`src/rtl/spim_pkg.sv`:
```
package spim_pkg;
  localparam int BYTE_W = 8;
  localparam int ADDR_W = 3;
  localparam int CNT_W  = $clog2(BYTE_W);

  localparam logic [ADDR_W-1:0] A_CTRL = 3'd0;
  localparam logic [ADDR_W-1:0] A_DIV  = 3'd1;
  localparam logic [ADDR_W-1:0] A_STAT = 3'd2;
  localparam logic [ADDR_W-1:0] A_TXD  = 3'd3;
  localparam logic [ADDR_W-1:0] A_RXD  = 3'd4;

  // control bit positions (software-visible)
  localparam int CB_TXEN = 6;
  localparam int CB_RXEN = 5;
  localparam int CB_ON   = 4;
  localparam int CB_ASS  = 3;
  localparam int CB_LSB  = 2;
  localparam int CB_POL  = 1;

  // status bit positions (software-visible)
  localparam int SB_BUSY = 4;
  localparam int SB_END  = 3;
  localparam int SB_OVR  = 2;
  localparam int SB_TXE  = 1;
  localparam int SB_RXF  = 0;

  typedef struct packed {
    logic tx_en;
    logic rx_en;
    logic on;
    logic auto_ss;
    logic lsb;
    logic pol;
  } ctrl_t;
endpackage

```
`src/rtl/spim_clkdiv.sv`:
```
module spim_clkdiv
  import spim_pkg::*;
#(
  parameter int MIN_DIV = 2
) (
  input  logic              clk,
  input  logic              rst_n,
  input  logic              run,
  input  logic              restart,
  input  logic [BYTE_W-1:0] div_raw,
  output logic              phase_hi,
  output logic              bit_end
);
  localparam logic [BYTE_W-1:0] MIN_V = BYTE_W'(MIN_DIV);

  logic [BYTE_W-1:0] eff;
  logic [BYTE_W-1:0] half;
  logic [BYTE_W-1:0] cnt;

  always_comb begin
    eff  = (div_raw < MIN_V) ? MIN_V : div_raw;
    half = eff >> 1;
  end

  assign phase_hi = run && (cnt >= half);
  assign bit_end  = run && (cnt >= eff - 1'b1);

  always_ff @(posedge clk or negedge rst_n) begin
    if (!rst_n) begin
      cnt <= '0;
    end else if (!run || restart || bit_end) begin
      cnt <= '0;
    end else begin
      cnt <= cnt + 1'b1;
    end
  end
endmodule

```
`src/rtl/spim_shift.sv`:
```
module spim_shift
  import spim_pkg::*;
(
  input  logic              clk,
  input  logic              rst_n,
  input  logic              abort,
  input  logic              load,
  input  logic [BYTE_W-1:0] load_data,
  input  logic              bit_end,
  input  logic              lsb_first,
  input  logic              miso,
  output logic              busy,
  output logic              mosi,
  output logic              byte_done,
  output logic [BYTE_W-1:0] rx_word
);
  localparam logic [CNT_W-1:0] LAST = CNT_W'(BYTE_W - 1);

  logic [BYTE_W-1:0] sh;
  logic [CNT_W-1:0]  bitcnt;
  logic [BYTE_W-1:0] nxt;

  // one register serves both directions: out at one end, in at the other
  always_comb begin
    if (lsb_first) nxt = {miso, sh[BYTE_W-1:1]};
    else           nxt = {sh[BYTE_W-2:0], miso};
  end

  assign byte_done = busy && bit_end && (bitcnt == LAST);
  assign rx_word   = nxt;
  assign mosi      = busy ? (lsb_first ? sh[0] : sh[BYTE_W-1]) : 1'b1;

  always_ff @(posedge clk or negedge rst_n) begin
    if (!rst_n) begin
      sh     <= '0;
      bitcnt <= '0;
      busy   <= 1'b0;
    end else if (abort) begin
      bitcnt <= '0;
      busy   <= 1'b0;
    end else if (load) begin
      sh     <= load_data;
      bitcnt <= '0;
      busy   <= 1'b1;
    end else if (busy && bit_end) begin
      sh <= nxt;
      if (bitcnt == LAST) begin
        busy   <= 1'b0;
        bitcnt <= '0;
      end else begin
        bitcnt <= bitcnt + 1'b1;
      end
    end
  end
endmodule

```
`src/rtl/spim_regs.sv`:
```
module spim_regs
  import spim_pkg::*;
#(
  parameter int DIV_RESET = 4
) (
  input  logic              clk,
  input  logic              rst_n,
  input  logic [ADDR_W-1:0] bus_addr,
  input  logic              bus_wr,
  input  logic              bus_rd,
  input  logic [BYTE_W-1:0] bus_wdata,
  output logic [BYTE_W-1:0] bus_rdata,
  input  logic              busy,
  input  logic              byte_done,
  input  logic [BYTE_W-1:0] rx_word,
  output ctrl_t             ctrl,
  output logic [BYTE_W-1:0] div_q,
  output logic              load,
  output logic [BYTE_W-1:0] tx_hold,
  output logic              tx_full,
  output logic [BYTE_W-1:0] rx_hold,
  output logic              rx_full,
  output logic              tend,
  output logic              ovr
);
  logic wr_ctrl, wr_div, wr_tx, rd_stat, rd_rx, capture, lost;

  always_comb begin
    wr_ctrl = bus_wr && (bus_addr == A_CTRL);
    wr_div  = bus_wr && (bus_addr == A_DIV);
    wr_tx   = bus_wr && (bus_addr == A_TXD);
    rd_stat = bus_rd && (bus_addr == A_STAT);
    rd_rx   = bus_rd && (bus_addr == A_RXD);
    // reload in the same edge the previous byte ends: no idle bit
    load    = ctrl.on && ctrl.tx_en && tx_full && (!busy || byte_done);
    capture = byte_done && ctrl.rx_en;
    lost    = capture && rx_full && !rd_rx;
  end

  always_ff @(posedge clk or negedge rst_n) begin
    if (!rst_n) begin
      ctrl  <= '0;
      div_q <= BYTE_W'(DIV_RESET);
    end else begin
      if (wr_ctrl) begin
        ctrl.tx_en   <= bus_wdata[CB_TXEN];
        ctrl.rx_en   <= bus_wdata[CB_RXEN];
        ctrl.on      <= bus_wdata[CB_ON];
        ctrl.auto_ss <= bus_wdata[CB_ASS];
        ctrl.lsb     <= bus_wdata[CB_LSB];
        ctrl.pol     <= bus_wdata[CB_POL];
      end
      if (wr_div) div_q <= bus_wdata;
    end
  end

  always_ff @(posedge clk or negedge rst_n) begin
    if (!rst_n) begin
      tx_hold <= '0;
      tx_full <= 1'b0;
    end else if (wr_tx) begin
      tx_hold <= bus_wdata;
      tx_full <= 1'b1;
    end else if (load) begin
      tx_full <= 1'b0;
    end
  end

  always_ff @(posedge clk or negedge rst_n) begin
    if (!rst_n) begin
      rx_hold <= '0;
      rx_full <= 1'b0;
    end else if (capture && !lost) begin
      rx_hold <= rx_word;
      rx_full <= 1'b1;
    end else if (rd_rx) begin
      rx_full <= 1'b0;
    end
  end

  always_ff @(posedge clk or negedge rst_n) begin
    if (!rst_n) begin
      tend <= 1'b0;
      ovr  <= 1'b0;
    end else begin
      if (byte_done)    tend <= 1'b1;
      else if (rd_stat) tend <= 1'b0;
      if (lost)         ovr  <= 1'b1;
      else if (rd_stat) ovr  <= 1'b0;
    end
  end

  always_comb begin
    bus_rdata = '0;
    case (bus_addr)
      A_CTRL: begin
        bus_rdata[CB_TXEN] = ctrl.tx_en;
        bus_rdata[CB_RXEN] = ctrl.rx_en;
        bus_rdata[CB_ON]   = ctrl.on;
        bus_rdata[CB_ASS]  = ctrl.auto_ss;
        bus_rdata[CB_LSB]  = ctrl.lsb;
        bus_rdata[CB_POL]  = ctrl.pol;
      end
      A_DIV: bus_rdata = div_q;
      A_STAT: begin
        bus_rdata[SB_BUSY] = busy;
        bus_rdata[SB_END]  = tend;
        bus_rdata[SB_OVR]  = ovr;
        bus_rdata[SB_TXE]  = !tx_full;
        bus_rdata[SB_RXF]  = rx_full;
      end
      A_RXD:   bus_rdata = rx_hold;
      default: bus_rdata = '0;
    endcase
  end
endmodule

```
`src/rtl/spim_top.sv`:
```
module spim_top
  import spim_pkg::*;
#(
  parameter int DIV_RESET = 4,
  parameter int MIN_DIV   = 2
) (
  input  logic       clk,
  input  logic       rst_n,
  input  logic [2:0] bus_addr,
  input  logic       bus_wr,
  input  logic       bus_rd,
  input  logic [7:0] bus_wdata,
  output logic [7:0] bus_rdata,
  output logic       spi_sclk,
  output logic       spi_mosi,
  input  logic       spi_miso,
  output logic       spi_ss_n,
  output logic       irq_xmit,
  output logic       irq_recv
);
  ctrl_t             ctrl;
  logic [BYTE_W-1:0] div_q, tx_hold, rx_hold, rx_word;
  logic              load, tx_full, rx_full, tend, ovr;
  logic              busy, byte_done, phase_hi, bit_end;

  spim_regs #(.DIV_RESET(DIV_RESET)) u_regs (
    .clk(clk), .rst_n(rst_n),
    .bus_addr(bus_addr), .bus_wr(bus_wr), .bus_rd(bus_rd),
    .bus_wdata(bus_wdata), .bus_rdata(bus_rdata),
    .busy(busy), .byte_done(byte_done), .rx_word(rx_word),
    .ctrl(ctrl), .div_q(div_q), .load(load),
    .tx_hold(tx_hold), .tx_full(tx_full),
    .rx_hold(rx_hold), .rx_full(rx_full),
    .tend(tend), .ovr(ovr)
  );

  spim_clkdiv #(.MIN_DIV(MIN_DIV)) u_div (
    .clk(clk), .rst_n(rst_n),
    .run(busy), .restart(load), .div_raw(div_q),
    .phase_hi(phase_hi), .bit_end(bit_end)
  );

  spim_shift u_shift (
    .clk(clk), .rst_n(rst_n),
    .abort(!ctrl.on), .load(load), .load_data(tx_hold),
    .bit_end(bit_end), .lsb_first(ctrl.lsb), .miso(spi_miso),
    .busy(busy), .mosi(spi_mosi), .byte_done(byte_done), .rx_word(rx_word)
  );

  assign spi_sclk = ctrl.pol ^ phase_hi;
  assign spi_ss_n = !(ctrl.on && ctrl.auto_ss && busy);
  assign irq_xmit = tend || (ctrl.on && ctrl.tx_en && !tx_full);
  assign irq_recv = rx_full || ovr;
endmodule

```
`config.mk`:
```
export PLATFORM = sky130hd
export DESIGN_NAME = spim_top
export DESIGN_NICKNAME = d
export VERILOG_FILES = /design/src/rtl/spim_pkg.sv /design/src/rtl/spim_clkdiv.sv /design/src/rtl/spim_shift.sv /design/src/rtl/spim_regs.sv /design/src/rtl/spim_top.sv
export SDC_FILE = /design/constraint.sdc
export NUM_CORES = 1
export LEC_CHECK = 0
export BUFFER_PORTS_ARGS = -buffer_cell sky130_fd_sc_hd__buf_2
export CORE_MARGIN = 4
export CORE_UTILIZATION = 60
export CTS_BUF_LIST = sky130_fd_sc_hd__clkbuf_4 sky130_fd_sc_hd__clkbuf_8
export CTS_CLUSTER_SIZE = 20
export DETAILED_ROUTE_END_ITERATION = 16
export HOLD_SLACK_MARGIN = 0.15
export PLACE_DENSITY_LB_ADDON = 0.25
export RECOVER_POWER = 50
export SYNTH_ARGS = -nofsm -noshare
export SYNTH_HDL_FRONTEND = slang
export SYNTH_SLANG_ARGS = --single-unit
```
`constraint.sdc`:
```
create_clock -name clk -period 10.5 [get_ports clk]
set_input_delay 2.1 -clock clk [delete_from_list [all_inputs] [get_ports clk]]
set_output_delay 2.1 -clock clk [all_outputs]
set_load 0.01 [all_outputs]
```
==> metrics.md <==
| Metric | Value |
|---|---|
| Tmin final | `~5.5 ns` |
| Seq/Total Area, Yosys | `42.7%` |
| Worst-Skew Late Latency | `0.31 ns` |
| Worst EP required | `about 8.4 ns` |
| Final Cycle Share | `between 50% and 60%` |
| Worst Hold Slack | `between 0.5 and 0.6 ns` |
| Worst IR Drop VDD | `0.113 mV` |
| Global Route Usage Sum | `roughly 25%` |
| Die H | `about 81 um` |
| Non-filler cells, final | `405` |
| Final setup viols | `0` |
| Syn avg cell area | `around 10 um2` |
| Dpl cells | `a little under 400` |
| Post-Place Worst Slack | `5.26 ns` |
| Fillers | `roughly 430` |
| Starting DRT DRC Count | `between 200 and 250` |
| RSZ-0062 raised after global routing | `false` |
| Diode count | `0` |
| Fraction of layout cells with a size suffix above 1 | `21.2%` |
| Total negative setup slack | `0 ns` |
| CP Max Fanout | `15` |
| Initial antenna violation count | `0` |
| Fin nets | `approximately 370` |
| Hold Crit Start | `u_regs.tx_hold[4]` |
| Failing checks | `capacitance limit, slew limit` |
| DRT Wirelength | `~7.3 mm` |
| Placed cell area | `about 3300 um2` |
| H-tree levels | `2` |
| First-pass GRT wire length | `between 10 and 15 mm` |
| Least-Margin Pin Slew | `about 2.9 ns` |
| WL per Instance | `18.1 um` |
| PnR worst setup slack | `between 5 and 6 ns` |
| CP max-delay cell | `clkbuf_1` |
| Max Cap Viol | `1` |
| Most frequent cells in the layout | `dfrtp_1, buf_2, nand2_1, o21ai_0, nor2_1` |
| Grt ovf | `0` |
| CTS Buf Count | `5` |
| DP HPWL | `~5.4 mm` |
| Residual DRC | `0` |
| Root buffer cell | `clkbuf_8` |
| CP Launch Type | `primary input` |
| CP Class | `in2out` |
| Core Region | `5110 um2` |
| Final setup skew | `0.00774 ns` |
| Cell Rows | `26` |
| Post-synth EDFFs | `0` |
| Relative slew slack | `-91.6%` |
| Worst R2R Path Depth | `11` |
| WHS Endpoint | `u_regs.tx_hold[4]` |
| Unique cell type count in the Yosys netlist | `49` |
| Vias per Instance | `6.13` |
| Via count | `between 2000 and 2500` |
| Fmax | `183 MHz` |
| DIE WIDTH | `80.6 um` |
| Status | `complete, but fails checks` |
| CTS tree | `built` |
| Io pins | `29` |
| Leading cell type in the layout, fill and taps excluded | `dfrtp_1` |
| Static leakage | `1.60 nW` |
| Layout area overhead | `8.50%` |
| Ys async rst share | `100%` |
| Syn nets | `around 350` |
| Hold-fix buffers at CTS | `0` |
| Worst reg2reg startpoint | `u_regs.div_q[4]` |
| Largest net degree at the start of global routing | `55` |
| Resize count post-CTS | `0` |
| Final Hold Fails | `0` |
| P per Cell Area | `between 150 and 200 nW/um2` |
| Synthesized instance count | `around 310` |
| Die ar. | `about 6500 um2` |
| Starting Density | `approximately three fifths` |
| RePlAce Congestion | `just over 0.8` |
| Vias in the first global route | `2417` |
| CP Cell Sequence | `clkbuf_1, nor2b_1, a22oi_1, o32ai_1, buf_2` |
| Clk sinks | `between 50 and 60` |
| Synth Cell Area | `around 3200 um2` |
| Post-DRT Antenna Nets | `0` |
| Final Cell Area | `around 3400 um2` |
| Clk buf depth | `2` |
| Ys Warns | `0` |
| Worst Hold Class | `reg2reg` |
| Postcts setup bufs | `0` |
| Crit-path max cell delay | `between 0.5 and 0.6 ns` |
| Worst reg2reg endpoint | `u_shift.sh[0]` |
| TritonRoute pass-1 iters | `4` |
| R2R setup slack | `6.70 ns` |
| PortBufs | `28` |
| Synth Register Bits | `between 50 and 60` |
| Main synth FF type | `dfrtp_1` |
| Clock Pin Slew Worst Setup and Hold Paths | `around 0.090 ns` |
| Hold-critical path depth | `1` |
| Max Slew Vio Count | `55` |
| Crit end category | `output pin` |
| Arrival time of the worst setup path | `between 3 and 4 ns` |
## flip-flops by register name, indices dropped and copies added, names as in the netlist
signal,count
u_regs.tx_full,1
u_regs.tx_hold,8
u_shift.sh,8
u_regs.ovr,1
u_shift.busy,1
u_div.cnt,8
u_regs.rx_full,1
u_shift.bitcnt,3
u_regs.rx_hold,8
u_regs.ctrl,6
u_regs.div_q,8
u_regs.tend,1
## layer usage
layer  vias to the layer above  share of wire (%)  GRT usage, %
li1                       1170                  -             -
met1                      1199                 46          36.9
met2                        88                 44          36.1
met3                        26                6.8          4.60
met4                         0                3.4          11.8
met5                         -                  0             0
## per-stage QoR
step           total power, W  util (%)
6_report             0.000588      67.2
3_5_place_dp         0.000447      65.3
3_3_place_gp         0.000440      65.3
5_1_grt              0.000626      67.2
2_1_floorplan        0.000397         -
4_1_cts              0.000589      67.5
## cell type report
type / count / area, um2 / area share (%)
flip-flops and latches: 54 / 1350 / 39.4
inverters: 11 / 41.3 / 1.20
clock buffers: 5 / 68.8 / 2.00
well taps: 70 / 87.6 / 2.55
multi-input cells: 232 / 1690 / 49.3
repair buffers: 30 / 146 / 4.26
clock inverters: 3 / 43.8 / 1.28
## Yosys cell counts, types with 3 or more instances
| cell type | number | share of area (%) |
|---|---|---|
| and3_1 | 3 | 0.59 |
| a21oi_1 | 10 | 1.6 |
| a31oi_1 | 17 | 3.4 |
| inv_1 | 11 | 1.3 |
| nor2_1 | 21 | 2.5 |
| o21ai_0 | 25 | 4.0 |
| clkbuf_1 | 10 | 1.2 |
| xor2_1 | 5 | 1.4 |
| nor3_1 | 4 | 0.63 |
| nor2b_1 | 5 | 0.99 |
| nand3_1 | 9 | 1.4 |
| mux2_2 | 16 | 5.7 |
| dfrtp_1 | 53 | 42 |
| mux2_4 | 8 | 3.8 |
| nand2b_1 | 6 | 1.2 |
| ha_1 | 18 | 7.1 |
| mux2i_1 | 16 | 5.1 |
| nand2_1 | 25 | 3.0 |
| xnor2_1 | 6 | 1.7 |
| nand4_1 | 6 | 1.2 |
## cells by family (layout without fill, tap and decap cells)
group / after synthesis / count (layout) / share of synthesized area [%]
AOI/OAI and AO/OA: 69 / 69 / 13.3
xor gates and xnor gates: 11 / 11 / 3.04
adders and majority gates: 18 / 18 / 7.12
buffers and inverters: 26 / 49 / 3.76
DFF: 54 / 54 / 42.7
muxes: 40 / 40 / 14.6
and+or+nand+nor: 94 / 94 / 15.5
## report_power, final
part           internal, W  switching [W]  total [W]
logic            0.0000780      0.0000840   0.000162
registers         0.000240      0.0000428   0.000283
clock network    0.0000716      0.0000713   0.000143
## how the worst max path moves through the flow
stage | start | end | slack [ns] | depth (start not counted)
after global routing | bus_addr[0] | bus_rdata[1] | 4.87 | 5
after CTS | u_regs.div_q[4] | spi_sclk | 5.25 | 10
after detailed placement | bus_addr[1] | bus_rdata[4] | 5.26 | 5
final | bus_addr[0] | bus_rdata[1] | 5.02 | 5
after global placement | bus_addr[1] | bus_rdata[4] | 5.24 | 5
after floorplan | bus_addr[1] | bus_rdata[0] | 5.36 | 4
## worst max-delay path, delay by kind of cell
| kind | cells | cell delay, ns |
|---|---|---|
| buffers and inverters | 2 | 0.68 |
| and+or+nand+nor | 1 | 0.22 |
| AOI/OAI and AO/OA | 2 | 0.36 |
No activity file was read; power rests on OpenSTA's default activity.
